--- config.mk ---
export PLATFORM = sky130hd
export DESIGN_NAME = chain_readout_ctrl
export DESIGN_NICKNAME = d
export VERILOG_FILES = /design/src/rtl/ro_pkg.sv /design/src/rtl/ro_seq_fsm.sv /design/src/rtl/ro_event_cursor.sv /design/src/rtl/ro_bit_shifter.sv /design/src/rtl/chain_readout_ctrl.sv
export SDC_FILE = /design/constraint.sdc
export NUM_CORES = 1
export LEC_CHECK = 0
export ABC_AREA = 1
export BUFFER_PORTS_ARGS = -buffer_cell sky130_fd_sc_hd__buf_2
export CAP_MARGIN = 20
export CORE_UTILIZATION = 30
export CTS_CLUSTER_SIZE = 30
export DETAILED_ROUTE_END_ITERATION = 10
export PLACE_DENSITY = 0.61
export SYNTH_ARGS = -nofsm -noshare
export SYNTH_HDL_FRONTEND = slang
export SYNTH_HIERARCHICAL = 1
export SYNTH_SLANG_ARGS = --single-unit
--- constraint.sdc ---
create_clock -name clk -period 2.09 [get_ports clk]
set_input_delay 0.418 -clock clk [delete_from_list [all_inputs] [get_ports clk]]
set_output_delay 0.418 -clock clk [all_outputs]
set_load 0.03 [all_outputs]
--- src/rtl/ro_pkg.sv ---
package ro_pkg;

  typedef enum logic [2:0] {
    S_IDLE  = 3'd0,
    S_ACQ   = 3'd1,
    S_CONV  = 3'd2,
    S_ARMED = 3'd3,
    S_HDR   = 3'd4,
    S_EVT   = 3'd5,
    S_PASS  = 3'd6
  } ro_state_e;

  typedef enum logic [1:0] {
    MODE_IDLE = 2'd0,
    MODE_ACQ  = 2'd1,
    MODE_CONV = 2'd2,
    MODE_DAQ  = 2'd3
  } ro_mode_e;

endpackage

--- src/rtl/ro_seq_fsm.sv ---
module ro_seq_fsm
  import ro_pkg::*;
(
  input  logic       clk,
  input  logic       rst_n,
  input  logic       acq_start,
  input  logic       acq_stop,
  input  logic       conv_done,
  input  logic       token_in,
  input  logic       ev_zero,
  input  logic       last_bit,
  input  logic       last_event,
  output logic       load_hdr,
  output logic       load_evt,
  output logic       shift_en,
  output logic       tx_on,
  output logic       token_out,
  output logic [1:0] mode
);

  ro_state_e state_q, state_d;
  logic      in_frame;

  assign in_frame = (state_q == S_HDR) || (state_q == S_EVT);

  // next-state logic
  always_comb begin
    state_d = state_q;
    unique case (state_q)
      S_IDLE:  if (acq_start) state_d = S_ACQ;
      S_ACQ:   if (acq_stop)  state_d = S_CONV;
      S_CONV:  if (conv_done) state_d = S_ARMED;
      S_ARMED: if (token_in)  state_d = ev_zero ? S_PASS : S_HDR;
      S_HDR:   if (last_bit)  state_d = S_EVT;
      S_EVT:   if (last_bit && last_event) state_d = S_PASS;
      S_PASS:  state_d = S_IDLE;
      default: state_d = S_IDLE;
    endcase
  end

  // state register
  always_ff @(posedge clk or negedge rst_n) begin
    if (!rst_n) state_q <= S_IDLE;
    else        state_q <= state_d;
  end

  // datapath controls
  assign load_hdr = (state_q == S_ARMED) && token_in && !ev_zero;
  assign load_evt = last_bit &&
                    ((state_q == S_HDR) || ((state_q == S_EVT) && !last_event));
  assign shift_en = in_frame && !last_bit;

  assign tx_on     = in_frame;
  assign token_out = (state_q == S_PASS);

  always_comb begin
    unique case (state_q)
      S_ACQ:        mode = MODE_ACQ;
      S_CONV:       mode = MODE_CONV;
      S_HDR, S_EVT: mode = MODE_DAQ;
      default:      mode = MODE_IDLE;
    endcase
  end

  // the downstream token is a one-cycle pulse
  p_token_pulse_r8: assert property (@(posedge clk) disable iff (!rst_n)
    token_out |=> !token_out);

  // transmission only starts right after a token was seen
  p_tx_after_token_r5: assert property (@(posedge clk) disable iff (!rst_n)
    $rose(tx_on) |-> $past(token_in));

  // end of transmission hands the token on at once
  p_pass_after_tx_r8: assert property (@(posedge clk) disable iff (!rst_n)
    $fell(tx_on) |-> token_out);

endmodule

--- src/rtl/ro_event_cursor.sv ---
module ro_event_cursor #(
  parameter int MAX_EV = 16,
  localparam int IDX_W = $clog2(MAX_EV),
  localparam int CNT_W = $clog2(MAX_EV + 1)
) (
  input  logic             clk,
  input  logic             rst_n,
  input  logic             load_hdr,
  input  logic             load_evt,
  input  logic [CNT_W-1:0] ev_count,
  output logic [IDX_W-1:0] rd_idx,
  output logic             last_event
);

  logic [CNT_W-1:0] cnt_q, cnt_d;
  logic [CNT_W-1:0] addr_q, addr_d;
  logic [CNT_W-1:0] cnt_clamped;

  assign cnt_clamped = (ev_count > CNT_W'(MAX_EV)) ? CNT_W'(MAX_EV) : ev_count;

  // next-state logic: addr_q always points at the event to load next
  always_comb begin
    cnt_d  = cnt_q;
    addr_d = addr_q;
    if (load_hdr) begin
      cnt_d  = cnt_clamped;
      addr_d = '0;
    end else if (load_evt) begin
      addr_d = addr_q + CNT_W'(1);
    end
  end

  always_ff @(posedge clk or negedge rst_n) begin
    if (!rst_n) begin
      cnt_q  <= '0;
      addr_q <= '0;
    end else if (load_hdr || load_evt) begin
      cnt_q  <= cnt_d;
      addr_q <= addr_d;
    end
  end

  assign rd_idx     = addr_q[IDX_W-1:0];
  assign last_event = (addr_q == cnt_q);

  // stored count never exceeds the memory depth
  p_cnt_bound_r10: assert property (@(posedge clk) disable iff (!rst_n)
    cnt_q <= CNT_W'(MAX_EV));

  // the cursor never runs past the stored count
  p_addr_bound_r7: assert property (@(posedge clk) disable iff (!rst_n)
    addr_q <= cnt_q);

endmodule

--- src/rtl/ro_bit_shifter.sv ---
module ro_bit_shifter #(
  parameter int ID_W = 8,
  parameter int EV_W = 21,
  localparam int SH_W = (EV_W > ID_W) ? EV_W : ID_W,
  localparam int BC_W = $clog2(SH_W)
) (
  input  logic            clk,
  input  logic            rst_n,
  input  logic            load_hdr,
  input  logic            load_evt,
  input  logic            shift_en,
  input  logic            tx_on,
  input  logic [ID_W-1:0] hdr_word,
  input  logic [EV_W-1:0] evt_word,
  output logic            last_bit,
  output logic            sdata
);

  logic [SH_W-1:0] sh_q, sh_d;
  logic [BC_W-1:0] bc_q, bc_d;

  // next-state logic: words are loaded MSB-aligned, shifted left
  always_comb begin
    sh_d = sh_q;
    bc_d = bc_q;
    if (load_hdr) begin
      sh_d = SH_W'(hdr_word) << (SH_W - ID_W);
      bc_d = BC_W'(ID_W - 1);
    end else if (load_evt) begin
      sh_d = SH_W'(evt_word) << (SH_W - EV_W);
      bc_d = BC_W'(EV_W - 1);
    end else if (shift_en) begin
      sh_d = sh_q << 1;
      bc_d = bc_q - BC_W'(1);
    end
  end

  always_ff @(posedge clk or negedge rst_n) begin
    if (!rst_n) begin
      sh_q <= '0;
      bc_q <= '0;
    end else if (load_hdr || load_evt || shift_en) begin
      sh_q <= sh_d;
      bc_q <= bc_d;
    end
  end

  assign last_bit = (bc_q == '0);
  assign sdata    = tx_on & sh_q[SH_W-1];

  // the shared line stays low while not enabled
  p_quiet_bus_r9: assert property (@(posedge clk) disable iff (!rst_n)
    !tx_on |-> !sdata);

endmodule

--- src/rtl/chain_readout_ctrl.sv ---
module chain_readout_ctrl #(
  parameter int MAX_EV = 16,
  parameter int N_CH   = 4,
  parameter int VAL_W  = 4,
  parameter int ID_W   = 8,
  localparam int IDX_W  = $clog2(MAX_EV),
  localparam int CNT_W  = $clog2(MAX_EV + 1),
  localparam int DATA_W = 1 + N_CH * VAL_W,
  localparam int EV_W   = IDX_W + DATA_W
) (
  input  logic              clk,
  input  logic              rst_n,
  input  logic              acq_start,
  input  logic              acq_stop,
  input  logic              conv_done,
  input  logic              token_in,
  output logic              token_out,
  input  logic [ID_W-1:0]   chip_id,
  input  logic [CNT_W-1:0]  ev_count,
  output logic [IDX_W-1:0]  mem_addr,
  input  logic [DATA_W-1:0] mem_rd_data,
  output logic              tx_on,
  output logic              sdata,
  output logic [1:0]        mode
);

  logic load_hdr, load_evt, shift_en;
  logic last_bit, last_event;
  logic [IDX_W-1:0] rd_idx;

  ro_seq_fsm u_fsm (
    .clk        (clk),
    .rst_n      (rst_n),
    .acq_start  (acq_start),
    .acq_stop   (acq_stop),
    .conv_done  (conv_done),
    .token_in   (token_in),
    .ev_zero    (ev_count == '0),
    .last_bit   (last_bit),
    .last_event (last_event),
    .load_hdr   (load_hdr),
    .load_evt   (load_evt),
    .shift_en   (shift_en),
    .tx_on      (tx_on),
    .token_out  (token_out),
    .mode       (mode)
  );

  ro_event_cursor #(.MAX_EV(MAX_EV)) u_cursor (
    .clk        (clk),
    .rst_n      (rst_n),
    .load_hdr   (load_hdr),
    .load_evt   (load_evt),
    .ev_count   (ev_count),
    .rd_idx     (rd_idx),
    .last_event (last_event)
  );

  ro_bit_shifter #(.ID_W(ID_W), .EV_W(EV_W)) u_shift (
    .clk      (clk),
    .rst_n    (rst_n),
    .load_hdr (load_hdr),
    .load_evt (load_evt),
    .shift_en (shift_en),
    .tx_on    (tx_on),
    .hdr_word (chip_id),
    .evt_word ({rd_idx, mem_rd_data}),
    .last_bit (last_bit),
    .sdata    (sdata)
  );

  assign mem_addr = rd_idx;

  // never transmit and hand on the token in the same cycle
  p_excl_tx_token_r3: assert property (@(posedge clk) disable iff (!rst_n)
    !(tx_on && token_out));

endmodule

==> Flow_metrics.wiki, run 1 <==
{| class="wikitable"
! Metric !! Value
|-
| Post-synthesis simple-gate area fraction || 0.356
|-
| IO Pins || 45
|-
| Detailed-route wire length || 4.94 mm
|-
| Total number of H-tree levels || 2
|-
| Met1 Usage GRT || 0.178
|-
| Number of remaining DRC errors || 0
|-
| Total leakage power || 1.45 nW
|-
| Gp weighted congestion || 0.868
|-
| Share of cells above drive strength 1 || 0.235
|-
| Number of buffers inserted by post-CTS setup repair || 0
|-
| Library cells used by synthesis || 24
|-
| DR pass1 iterations || 6
|-
| Post-Syn Instances || 326
|-
| Power Dens Cells || 1440 mW/mm^2
|-
| Met3 capacity usage during global routing || 0.0332
|-
| Cell Rows || 31
|-
| Number of I/O port buffers || 44
|-
| Total congestion overflow after global routing || 0
|-
| Routed vias/inst || 4.42
|-
| Number of clock sinks || 39
|-
| Layout net count || 416
|-
| Xor-xnor portion of the synthesized cell area || 0.0114
|-
| Reg2Reg Depth || 11
|-
| Cell chosen for the clock root || sky130_fd_sc_hd__clkbuf_8
|-
| Setup Crit Path Kind || flip-flop to flip-flop
|-
| Clock-pin transition on the worst setup and hold timing paths || 70 ps
|-
| Post-Layout Cell Count || 478
|-
| Max-slew headroom || 0.667
|-
| Register share of total power || 0.337
|-
| Die Y-Extent || 89.5 um
|-
| Core box area || 0.00733 sq mm
|-
| Status || finished clean
|-
| HPWL reported at the end of detailed placement || 3.65 mm
|-
| Net count after synthesis || 364
|-
| Reported net switching power || 0.00186 W
|-
| Number of endpoints with negative hold slack in the final report || 0
|-
| Post-route cell area || 0.00275 sq mm
|-
| Number of global-route vias before repair || 1992
|-
| Final critical-path share of the clock period || 0.905
|-
| Internal cell power || 0.00212 W
|-
| Clock tree from TritonCTS || yes
|-
| Number of violations of the max-capacitance limit || 0
|-
| Worst-case setup slack after placement || 126 ps
|-
| Critical Path Sink Type || flip-flop
|-
| Count of final setup violators || 0
|-
| Required time of the critical path || 2280 ps
|-
| Most frequent CP cell || sky130_fd_sc_hd__nand2_1
|-
| Proportion of synthesized chip area in sequential cells || 0.425
|-
| Multiplexer fraction of the synthesized cell area || 0
|-
| Post-layout min period || 1890 ps
|-
| Number of antenna violations at the first check in global routing || 0
|-
| Worst path slowest cell || sky130_fd_sc_hd__dfrtp_1
|-
| Global-route wire length before repair || 8.56 mm
|-
| Area growth from synthesis to layout || 19.7%
|-
| CP startpoint kind || flip-flop
|-
| Clock Latency Late Sink || 290 ps
|-
| Starting density of the core || 0.313
|-
| Endpoint of the worst-slack reg-to-reg timing path || u_shift/sh_q[13]
|-
| Pin slew with the least headroom to its limit || 499 ps
|-
| Setup repair after global routing missed its margin || false
|-
| Comb power frac || 0.537
|-
| Placed Instances || 470
|-
| Placed instance area || 0.00264 sq mm
|-
| Flops & latches, synth || 39
|-
| Compound-cell area share of the yosys netlist || 0.0790
|-
| Global router's overall resource usage || 0.139
|-
| Leading cell types in the layout, fill and taps excluded || 131 x sky130_fd_sc_hd__nand2_1, 44 x sky130_fd_sc_hd__buf_2, 38 x sky130_fd_sc_hd__dfrtp_1
|-
| Area of the mapped netlist || 0.00230 sq mm
|-
| Critical path fanouts, max || 14
|-
| Top achievable clock speed || 529 MHz
|-
| Final total negative setup slack || 0 ps
|-
| Most congested layer reported by global routing || met2
|-
| Hold buffer count at CTS || 0
|-
| Most common library cell in the layout ignoring fill and taps || sky130_fd_sc_hd__nand2_1
|-
| CP arrival || 2080 ps
|-
| Worst Setup Slack, final || 199 ps
|-
| Synthesis Warnings || 6
|-
| Synthesized area per cell || 7.04 sq um
|-
| Maximum number of pins on one net before global-route repair || 40
|-
| Worst min path class || input pin to async pin
|-
| Die area || 0.00801 sq mm
|-
| Number of buffers created by CTS || 5
|-
| Post-cts gate resize count || 0
|-
| Switching part of the total || 0.467
|-
| Setup skew after layout || 4.25 ps
|-
| Longest individual stage delay on the worst path || 490 ps
|-
| Worst voltage drop across the vdd grid || 661 uV
|-
| Final Util || 0.375
|-
| Pins over their slew limit || 0
|-
| Post-synthesis share of cell area spent on full adders, half adders and majority gates || 0.0109
|-
| Antenna Cells || 0
|-
| X dimension of the die || 89.5 um
|-
| Cells along the critical path || nor2_2, inv_1, nor3_2, buf_4, buf_4, nor2_4, buf_6, nand2_1, nand3_1, nand2_1, nand2_1
|-
| Wirelength per Cell || 10.3 um
|-
| Fraction of met2 tracks used by global routing || 0.231
|-
| Detailed-route via count || 2114
|-
| Register-to-Register Setup Slack || 200 ps
|-
| Clock Power Share || 0.125
|-
| Combinational family with the most area after synthesis || simple AND/OR/NAND/NOR gates
|-
| Critical R2R Launch || u_fsm/state_q[2]
|-
| Clock Tree Buf Depth || 2
|-
| Violation count after the first detailed-routing iteration || 112
|-
| Detail Route Antenna Nets || 0
|}
==> power by group through the flow <==
stage / sequential, W / clock (W) / combinational (W)
floorplan: 0.00130 / 0 / 0.00172
detailed placement: 0.00134 / 0 / 0.00211
global placement: 0.00134 / 0 / 0.00208
CTS: 0.00134 / 0.000523 / 0.00211
finish: 0.00134 / 0.000498 / 0.00213
global route: 0.00138 / 0.000553 / 0.00248
==> logic make-up (layout without fill, tap and decap cells) <==
kind of cell    after synthesis  in the layout
compound gates               36             36
buf+inv                      55            108
fa+ha+maj                     2              2
simple gates                191            191
xor+xnor                      3              3
flops                        39             39
==> metrics by stage <==
step,hold WS [ps],total power (W)
floorplan,122,0.00301
global placement,454,0.00342
detailed placement,453,0.00345
CTS,188,0.00397
global route,220,0.00441
finish,179,0.00397
==> registers in the layout (all words and copies together) (netlist names) <==
name / cells
u_shift/sh_q: 21
u_cursor/addr_q: 5
u_cursor/cnt_q: 5
u_shift/bc_q: 5
u_fsm/state_q: 3
==> synth_stat cells (all sizes together) <==
| library cell | number | share of area |
|---|---|---|
| o21ai | 29 | 0.063 |
| ha | 2 | 0.011 |
| nor3 | 2 | 0.0044 |
| a21oi | 6 | 0.013 |
| inv | 41 | 0.067 |
| xnor2 | 3 | 0.011 |
| clkbuf | 1 | 0.0022 |
| nand2 | 135 | 0.23 |
| a31oi | 1 | 0.0027 |
| nand3b | 2 | 0.0065 |
| nor2 | 28 | 0.061 |
| clkinv | 1 | 0.0022 |
| dfrtp | 39 | 0.43 |
| buf | 12 | 0.046 |
| nand3 | 24 | 0.054 |
==> worst max-delay path by stage <==
stage | start | to | cells after the start
floorplan | u_fsm/state_q[2] | u_shift/sh_q[8] | 11
global placement | u_fsm/state_q[1] | u_shift/sh_q[13] | 12
detailed placement | u_fsm/state_q[1] | u_shift/sh_q[4] | 12
CTS | u_fsm/state_q[1] | u_shift/sh_q[4] | 12
global route | u_shift/bc_q[0] | u_shift/sh_q[13] | 13
finish | u_fsm/state_q[2] | u_shift/sh_q[13] | 11
==> area by class of cell <==
cell class / count / area [sq um]
clock buffer: 6 / 72.6
clock inverter: 2 / 12.5
fill: 780 / 4580
inverter: 42 / 159
multi-input combinational: 232 / 1070
sequential: 39 / 977
tap: 99 / 124
timing repair buffer: 58 / 329
==> routing by layer <==
| metal | part of all wire | vias up | routed length, um |
|---|---|---|---|
| li1 | - | 1103 | - |
| met1 | 0.49 | 945 | 2430 |
| met2 | 0.44 | 59 | 2180 |
| met3 | 0.053 | 7 | 263 |
| met4 | 0.014 | 0 | 69 |
| met5 | 0 | - | 0 |
==> critical path, delay by kind of cell (launching register included) <==
family	cells	cell delay [ps]
AND/OR/NAND/NOR	7	700
buffers and inverters	4	610
flip-flops	1	490
Power figures use the tool's default switching activity.
==> inputs of run 2 (changes only) <==
CORE_ASPECT_RATIO = 1.5   (was default)
==> run 2 against run 1 <==
Against the previous run: sequential power hardly changed; first-iteration DRC count is 25% lower; critical path depth is 2 lower; core utilization is 0.54 points higher; worst hold slack worse by 110 ps; sequential share of layout area is 0.46 points lower; count of clock-buffer cells in the layout is 1 lower; critical path type unchanged.
==> Flow_metrics.wiki, run 2 (same netlist as run 1, synthesis figures left out) <==
{| class="wikitable"
! Metric !! Value
|-
| Clock Power Share || 0.156 (+0.031)
|-
| CP arrival || 2080 ps (about the same)
|-
| Die Y-Extent || 109 um (+22%)
|-
| Detailed-route wire length || 5.01 mm (+1.3%)
|-
| Total congestion overflow after global routing || 0 (unchanged)
|-
| Clock tree from TritonCTS || yes
|-
| Register bank with the most flops || u_shift/sh_q
|-
| Layout net count || 415 (-0.24%)
|-
| Reg2Reg Depth || 9 (-2)
|-
| Pwr Total || 0.00411 W (+3.5%)
|-
| Detailed-route via count || 2087 (-1.3%)
|-
| Clock-pin transition on the worst setup and hold timing paths || 80 ps (about the same)
|-
| Register share of total power || 0.323 (-0.014)
|-
| Starting density of the core || 0.314 (+0.000375)
|-
| Number of endpoints with negative hold slack in the final report || 0 (unchanged)
|-
| Hold buffer count at CTS || 0 (unchanged)
|-
| Total number of H-tree levels || 2 (unchanged)
|-
| Status || finished clean
|-
| Critical Path Sink Type || flip-flop
|-
| Required time of the critical path || 2270 ps (about the same)
|-
| Timing startpoint of the critical path || u_fsm/state_q[2]
|-
| Area growth from synthesis to layout || 21.3%
|-
| X dimension of the die || 73.4 um (-18%)
|-
| Number of clock sinks || 39 (unchanged)
|-
| Pin slew with the least headroom to its limit || 483 ps (-15.7 ps)
|-
| Setup repair after global routing missed its margin || false
|-
| Power Dens Cells || 1480 mW/mm^2 (+2.1%)
|-
| Wirelength per Cell || 10.5 um (+1.3%)
|-
| Global router's overall resource usage || 0.139 (+0.000242)
|-
| Switching part of the total || 0.452 (-0.0153)
|-
| Final total negative setup slack || 0 ps (unchanged)
|-
| Number of remaining DRC errors || 0 (unchanged)
|-
| Number of violations of the max-capacitance limit || 0 (unchanged)
|-
| Leading cell types in the layout, fill and taps excluded || 131 x sky130_fd_sc_hd__nand2_1, 44 x sky130_fd_sc_hd__buf_2, 38 x sky130_fd_sc_hd__dfrtp_1
|-
| Gp weighted congestion || 0.874 (+0.75%)
|-
| Detail Route Antenna Nets || 0 (unchanged)
|-
| Total leakage power || 1.47 nW (+0.86%)
|-
| Clock Latency Late Sink || 290 ps (about the same)
|-
| Cell Rows || 38 (+23%)
|-
| Post-layout min period || 1890 ps (+1.71 ps)
|-
| Worst voltage drop across the vdd grid || 817 uV (+24%)
|-
| Final critical-path share of the clock period || 0.906 (about the same)
|-
| Worst min path class || input pin to async pin
|-
| DR pass1 iterations || 4 (-2)
|-
| Most common library cell in the layout ignoring fill and taps || sky130_fd_sc_hd__nand2_1
|-
| Max-slew headroom || 0.678 (+0.0105)
|-
| Cell chosen for the clock root || sky130_fd_sc_hd__clkbuf_8
|-
| Number of antenna violations at the first check in global routing || 0 (unchanged)
|-
| Clock Tree Buf Depth || 2 (unchanged)
|-
| Register-to-Register Setup Slack || 200 ps (about the same)
|-
| HPWL reported at the end of detailed placement || 3.71 mm (+1.6%)
|-
| Number of buffers created by CTS || 5 (unchanged)
|-
| Core box area || 0.00732 sq mm (-0.12%)
|-
| Routed vias/inst || 4.37 (-1.3%)
|-
| Violation count after the first detailed-routing iteration || 84 (-25%)
|-
| Setup skew after layout || 10.6 ps (+6.31 ps)
|-
| Worst setup endpoint || u_shift/bc_q[1]
|-
| Reported net switching power || 0.00186 W (about the same)
|-
| Flip-flop count of the largest register after layout || 21 (unchanged)
|-
| Die area || 0.00801 sq mm (about the same)
|-
| Number of global-route vias before repair || 2026 (+1.7%)
|-
| Count of final setup violators || 0 (unchanged)
|-
| Number of I/O port buffers || 44 (unchanged)
|-
| CP startpoint kind || flip-flop
|-
| Comb power frac || 0.521 (-0.016)
|-
| Antenna Cells || 0 (unchanged)
|-
| Maximum number of pins on one net before global-route repair || 21 (-48%)
|-
| Share of cells above drive strength 1 || 0.235 (+0.000621)
|-
| Pins over their slew limit || 0 (unchanged)
|-
| IO Pins || 45 (unchanged)
|-
| Internal cell power || 0.00225 W (+6.5%)
|-
| Endpoint of the worst-slack reg-to-reg timing path || u_shift/bc_q[1]
|-
| Top achievable clock speed || 528 MHz (about the same)
|-
| Global-route wire length before repair || 8.71 mm (+1.8%)
|-
| Critical path fanouts, max || 18 (+4)
|-
| Setup Crit Path Kind || flip-flop to flip-flop
|-
| Critical R2R Launch || u_fsm/state_q[2]
|}
-- run 2: through the flow --
stage | instance area (sq um) | worst slack, ps | hold WS, ps | utilization | std cells
after CTS | 2780 | 190 | 77.4 | 0.379 | 478
after global placement | 2660 | 180 | 405 | 0.363 | 470
after global routing | 2790 | 29.0 | 87.1 | 0.380 | 478
after detailed placement | 2660 | 202 | 411 | 0.363 | 470
after floorplan | 2300 | 126 | 122 | - | 326
final | 2790 | 197 | 69.3 | 0.380 | 478
-- run 2: metal layers --
metal | wire length, um | GRT usage | vias up
met1 | 2320 | 0.172 | 936
met4 | 64 | 0.0481 | 0
met5 | 0 | 0 | -
met3 | 232 | 0.0305 | 5
li1 | - | - | 1102
met2 | 2390 | 0.238 | 44
-- run 2: timing repair --
item                                    CTS  global route
buffers inserted                          0             0
resized for setup                         0             2
endpoints found under the setup margin    0             3
-- run 2: critical path, stage by stage (launching register included) --
cell,delay (ps)
sky130_fd_sc_hd__dfrtp_1,500
sky130_fd_sc_hd__nor2_2,210
sky130_fd_sc_hd__inv_1,80
sky130_fd_sc_hd__nor3_2,190
sky130_fd_sc_hd__buf_4,260
sky130_fd_sc_hd__nor2_4,60
sky130_fd_sc_hd__nand2_4,180
sky130_fd_sc_hd__nand2_1,140
sky130_fd_sc_hd__nor2_1,110
sky130_fd_sc_hd__a21oi_1,50
-- run 2: power groups by stage --
stage | clock [W] | combinational, W | sequential (W)
final | 0.000643 | 0.00214 | 0.00133
after global routing | 0.000697 | 0.00246 | 0.00137
after CTS | 0.000673 | 0.00215 | 0.00132
after detailed placement | 0 | 0.00214 | 0.00134
after global placement | 0 | 0.00210 | 0.00134
after floorplan | 0 | 0.00172 | 0.00130
-- run 2: how the worst min path moves through the flow --
stage          startpoint                 end  cells after the start
2_1_floorplan       rst_n  u_cursor/addr_q[0]                      0
3_3_place_gp        rst_n    u_shift/sh_q[15]                      1
3_5_place_dp        rst_n    u_shift/sh_q[15]                      1
4_1_cts             rst_n    u_shift/sh_q[17]                      1
5_1_grt             rst_n    u_shift/sh_q[15]                      1
6_report            rst_n    u_shift/sh_q[15]                      1
-- run 2: cell type report --
class | instances | area [sq um]
Inverter | 42 | 159
Clock inverter | 3 | 46.3
Clock buffer | 5 | 68.8
Sequential cell | 39 | 977
Tap cell | 100 | 125
Timing Repair Buffer | 57 | 343
Multi-Input combinational cell | 232 | 1070
Fill cell | 814 | 4540
